$ cat config.mk
export PLATFORM = sky130hd
export DESIGN_NAME = punch_timer
export DESIGN_NICKNAME = d
export VERILOG_FILES = /design/src/rtl/punch_timer.sv
export SDC_FILE = /design/constraint.sdc
export NUM_CORES = 1
export LEC_CHECK = 0
export BUFFER_PORTS_ARGS = -buffer_cell sky130_fd_sc_hd__buf_2
export CORE_UTILIZATION = 25
export CTS_BUF_LIST = sky130_fd_sc_hd__clkbuf_4 sky130_fd_sc_hd__clkbuf_8
export DETAILED_ROUTE_END_ITERATION = 10
export GPL_TIMING_DRIVEN = 0
export SYNTH_ARGS = -nofsm -noshare
export SYNTH_HDL_FRONTEND = slang
export SYNTH_SLANG_ARGS = --single-unit
export TNS_END_PERCENT = 5
$ cat constraint.sdc
create_clock -name clk -period 1.95 [get_ports clk]
set_clock_uncertainty 0.05 [all_clocks]
set_input_delay 0.195 -clock clk [delete_from_list [all_inputs] [get_ports clk]]
set_output_delay 0.195 -clock clk [all_outputs]
set_load 0.05 [all_outputs]
$ cat src/rtl/punch_timer.sv
module punch_timer #(
  parameter int CLK_HZ      = 50_000_000,
  parameter int PHASE_US    = 1700,
  parameter int FLAG_CYCLES = 8,
  parameter int DW          = 8
) (
  input  logic          clk,
  input  logic          rst_n,
  input  logic          punch_cmd,
  input  logic [DW-1:0] coil_in,
  output logic [DW-1:0] coil_out,
  output logic          punch_stb,
  output logic          flag_n,
  output logic          advance_stb,
  output logic          busy,
  output logic [2:0]    phase
);

  localparam longint PH_L  = (longint'(CLK_HZ) * longint'(PHASE_US)) / 64'd1000000;
  localparam int     PH    = int'(PH_L);
  localparam int     CW    = (PH > 2) ? $clog2(PH) : 1;
  localparam int     FW    = $clog2(FLAG_CYCLES + 1);
  localparam logic [2:0] IDLE = 3'd7;
  localparam logic [2:0] LAST = 3'd4;
  localparam logic [2:0] PRE_ADV = 3'd2;

  logic [CW-1:0] tick;
  logic [FW-1:0] flag_left;
  logic [2:0]    ph_q;

  wire phase_end = (tick == CW'(PH - 1));
  wire start     = (ph_q == IDLE) && punch_cmd;

  always_ff @(posedge clk) begin
    if (!rst_n) begin
      ph_q        <= IDLE;
      tick        <= '0;
      flag_left   <= '0;
      punch_stb   <= 1'b0;
      advance_stb <= 1'b0;
      coil_out    <= '0;
    end else begin
      punch_stb   <= start;
      coil_out    <= start ? coil_in : '0;
      advance_stb <= 1'b0;
      if (flag_left != '0) flag_left <= flag_left - 1'b1;
      if (start) begin
        ph_q <= 3'd0;
        tick <= '0;
      end else if (ph_q != IDLE) begin
        if (phase_end) begin
          tick <= '0;
          ph_q <= (ph_q == LAST) ? IDLE : ph_q + 3'd1;
          if (ph_q == 3'd0)    flag_left   <= FW'(FLAG_CYCLES);
          if (ph_q == PRE_ADV) advance_stb <= 1'b1;
        end else begin
          tick <= tick + 1'b1;
        end
      end
    end
  end

  assign busy   = (ph_q != IDLE);
  assign phase  = ph_q;
  assign flag_n = (flag_left == '0);

endmodule

; Word-level counts from Yosys, hierarchy flattened
; Index checks and enable logic that the tools add are counted.
[totals]
wordCells = 38
out_inout_bits = 15
ff_bits = 34
[classes]
n_reduce_logical = 10
n_bitwise = 3
add_sub_neg = 3
n_mux = 11
n_eq_ne = 5
[op_table]
columns = operator, n
row1 = two-way mux 4 bit, 5
row2 = "adder 17 x 1 -> 17 bit, second input constant", 1
row3 = "equality test 17 bit, second input constant", 1
row4 = two-way mux 17 bit, 1
row5 = two-way mux 3 bit, 4
row6 = "equality test 3 bit, second input constant", 2
row7 = zero test 4 bit, 1
row8 = AND reduction 2 bit, 2
row9 = nonzero test 2 bit, 2
row10 = nonzero test 4 bit, 1
row11 = OR reduction 4 bit, 1
row12 = "subtractor 4 x 1 -> 4 bit, second input constant", 1
row13 = "adder 3 x 1 -> 3 bit, second input constant", 1
row14 = "equality test 3 x 2 -> 1 bit, second input constant", 1
row15 = zero test 3 bit, 1
row16 = "!= test 3 bit, second input constant", 1
row17 = NOT 1 bit, 3
row18 = OR reduction 2 bit, 1
row19 = logical AND 1 bit, 1
row20 = two-way mux 1 bit, 1

; Longest topological paths before layout
[logic_depth]
depth_word = 6
mapped_depth = 7
depth_no_buf = 6

; Worst setup path before layout
; OpenSTA, ideal clock, no wires.
[synth_timing]
kind = register to register
from = register flag_left[0]
to = register flag_left[1]
stages_incl_launch_ff = 6
t_required_ns = 1.784
arrival_ns = 2.261
slack_ns = -0.477
path_cell_list = dfxtp_1 -> inv_1 -> ha_1 -> nor3b_1 -> o21ai_0 -> and3_1
[synth_via]
elab_chain_cells = 6
word_cells_on_any_way = 7
classes_between = 1 x add/sub / 5 x mux / 1 x reduce/logical
[synth_rtl]
columns = item, line_no
row1 = from (decl), 28  ; logic [FW-1:0] flag_left;
row2 = from (signal assigned), 46  ; if (flag_left != '0) flag_left <= flag_left - 1'b1;
row3 = from (signal assigned), 54  ; if (ph_q == 3'd0) flag_left <= FW'(FLAG_CYCLES);
row4 = subtractor 4 x 1 -> 4 bit or nonzero test 4 bit (tied branches), 46
row5 = two-way mux 4 bit (*), 46
row6 = two-way mux 4 bit, 54
row7 = two-way mux 4 bit, 51  ; if (phase_end) begin
row8 = two-way mux 4 bit, 50  ; end else if (ph_q != IDLE) begin
row9 = two-way mux 4 bit (*), 47  ; if (start) begin
; Mark *: on every way between the ends. The rest lies on a longest branch, timed or not.
; A chain may end at the register's enable or synchronous reset.

; Final worst setup path
[layout_timing]
from = register ph_q[0] (netlist: phase[0])
to = register tick[11]
[layout_via]
elab_chain_cells = 3
word_cells_on_any_way = 4
classes_between = 2 x eq/ne / 2 x reduce/logical
[layout_rtl]
columns = item, line_no
row1 = from (decl), 29  ; logic [2:0] ph_q;
row2 = from (signal assigned), 53  ; ph_q <= (ph_q == LAST) ? IDLE : ph_q + 3'd1;
row3 = equality test 3 bit, 32  ; wire start = (ph_q == IDLE) && punch_cmd;
row4 = logical AND 1 bit, 32
row5 = OR reduction 2 bit (no line), n/a
row6 = to (signal assigned), 57  ; tick <= tick + 1'b1;
row7 = to (decl), 27  ; logic [CW-1:0] tick;
; Several ways; a longest one is shown, not always the timed one.

==> flow_metrics.py <==
metrics = {
    "floorplan": {
        "core_sq_um": 5640,
        "die_y_um": 79.5,
        "dieWidth_um": 79.5,
        "row_count": 27,
        "start_util": 0.266,
        "die-area_sq_um": 6320,
        "pin_count": 26,
    },
    "timing": {
        "maxSlewViolCount": 0,
        "period_share": 0.972,
        "finalSetupViolations": 0,
        "hold_viol": 0,
        "max_freq_mhz": 528,
        "setup_ws_ns": 0.0549,
        "slew_headroom": 0.631,
        "tns_ns": 0,
        "worst_pin_slew_ns": 0.554,
        "hold_ws_ns": 0.0678,
        "period_needed_ns": 1.90,
    },
    "cells_and_area": {
        "drive_gt1_frac": 0.291,
        "final_nets": 212,
        "post-route-util": 0.339,
        "antenna_cells": 0,
        "fin_area_sq_um": 1910,
        "synthToLayoutAreaGrowth_pct": 27.2,
    },
    "worst_setup_path": {
        "r2r_start": "phase[0]",
        "critPathRequiredTime_ns": 2.07,
        "end_kind": "register",
        "crit_path_start_kind": "register",
        "path_max_fanout": 10,
        "crit_type": "reg -> reg",
        "cp-startpoint": "phase[0]",
        "worstPathArrival_ns": 2.02,
    },
    "yosys": {
        "synth_nets": 179,
        "syn_avg_cell_area_sq_um": 9.27,
        "yosysWarnings": 0,
        "ys_ff_latch": 34,
        "netlist-cell-type-count": 33,
        "synthesis.area_sq_um": 1500,
        "synth_seq_area_share": 0.453,
        "synth_cells": 162,
    },
    "global_route": {
        "grt.total_usage": 0.103,
        "grt_pass1_vias": 1144,
        "gr-total-overflow": 0,
        "grt_max_degree": 11,
        "antenna_found_initial": 0,
        "grt_pass1_wl_mm": 5.00,
    },
    "power": {
        "p_leak_nw": 0.755,
        "ir_drop_v": 0.000452,
        "p_per_area_nw_per_um2": 993,
    },
    "drt": {
        "first_pass_iters": 4,
        "num_vias": 1193,
        "drtAntennaViolNets": 0,
        "viasPerCell": 4.45,
        "wire_per_inst_um": 11.3,
        "routed_wl_mm": 3.02,
        "drc": 0,
        "drt_iter0_markers": 31,
    },
    "clock_network": {
        "clkLatencyLatePin_ns": 0.28,
        "clkTransAtPathRegs_ns": 0.07,
        "cts_max_level": 2,
        "cts_root_buf": "clkbuf_8",
        "cts_tree": "built",
        "clockBufferDepth": 2,
        "cts_made_buffers": 5,
        "cts.sinks": 34,
    },
    "placement": {
        "placed_area_sq_um": 1720,
        "place_ws_ns": -0.174,
        "dpl.hpwl_mm": 2.03,
        "port_buffers": 24,
        "gp_congestion": 0.753,
    },
    "status": {
        "status": "completed",
    },
    "worst_hold_path": {
        "worstHoldStart": "coil_in[4]",
        "hp-class": "in -> reg",
    },
    "run": {
        "maxCapViolCount": 0,
    },
}
flip-flops by register name, summed over array words and instances (netlist names):
signal and count:
coil_out 8, flag_left 4, advance_stb 1, tick 17
punch_stb 1, phase 3
layer usage:
metal  routed length [um]  part of all wire  global-route usage
met1                 1510              0.50               0.124
met2                 1290              0.43               0.162
met3                  159             0.053              0.0354
met4                   57             0.019              0.0491
met5                    0                 0                   0
area by class of cell:
| type | instances | area, sq um |
|---|---|---|
| clock buffer | 8 | 110 |
| sequential | 34 | 687 |
| inverter | 10 | 37.5 |
| fill | 572 | 3730 |
| multi-input combinational | 114 | 833 |
| buffer | 4 | 17.5 |
| tap | 72 | 90.1 |
| timing repair buffer | 26 | 135 |
repair_timing:
| item | in CTS | in global routing |
|---|---|---|
| hold buffers | 0 | 0 |
| buffers inserted | 1 | 1 |
| pin swaps | 1 | 2 |
| resized for setup | 5 | 10 |
| setup endpoints to repair | 23 | 14 |
cells in the final DEF (no fill, tap or decap), drive strengths merged, types with 3 or more instances in the layout:
cell / n
ha: 6
nor2: 21
inv: 10
and2: 8
clkbuf: 11
buf: 27
nor3: 4
nand3: 3
o211ai: 3
and3: 3
nand4b: 5
xnor2: 13
nand2: 11
xor2: 4
nor4: 9
nand4: 6
a21oi: 3
dfxtp: 34
per-stage QoR:
step / cells / power, mW
finish: 268 / 1.90
global route: 268 / 2.01
CTS: 267 / 1.91
detailed placement: 258 / 1.28
global placement: 258 / 1.27
floorplan: 162 / 1.18
cells in the mapped netlist (all sizes together):
cell	count	area share
dfxtp	34	0.45
nor2	21	0.053
xnor2	13	0.076
nand2	11	0.028
inv	10	0.025
nor4	9	0.046
and2	8	0.033
ha	6	0.050
nand4	6	0.025
nand4b	5	0.029
nor3	4	0.013
xor2	4	0.023
a21oi	3	0.010
and3	3	0.013
clkbuf	3	0.0075
nand3	3	0.013
o211ai	3	0.018
nand2b	2	0.0083
o21ai	2	0.0067
or3	2	0.0083
and3b	1	0.0058
and4bb	1	0.0083
buf	1	0.0033
mux2i	1	0.0067
nor2b	1	0.0042
nor3b	1	0.0050
o221ai	1	0.0058
o311ai	1	0.0058
o41a	1	0.0083
or4	1	0.0075
report_power, final:
group          total, mW  switching (mW)  internal (mW)
Clock              0.607           0.251          0.357
Combinational      0.487           0.308          0.178
Sequential         0.804          0.0503          0.753
Total               1.90           0.609           1.29
worst paths after layout:
| check | to | slack, ns | depth (start not counted) |
|---|---|---|---|
| setup / recovery | tick[11] | 0.05 | 7 |
| hold / removal | coil_out[4] | 0.07 | 2 |
| setup reg to reg | tick[11] | 0.05 | 7 |
| hold reg to reg | phase[0] | 0.48 | 2 |
cells by family after synthesis:
group | synth area share
buffers and inverters | 0.0358
flip-flops | 0.453
XOR/XNOR | 0.0992
multiplexers | 0.00667
adder cells (fa/ha/maj) | 0.0500
AND/OR/NAND/NOR | 0.300
AO/OA/AOI/OAI | 0.0550
worst max-delay path, cell delays in order, from the launching register on:
cell      delay, ns
dfxtp_2        0.34
ha_1           0.20
ha_2           0.20
clkbuf_2       0.20
nand4b_1       0.27
nor3_1         0.29
xnor2_1        0.18
nor2_1         0.06
Note: power is estimated with default switching activity, not from simulation.
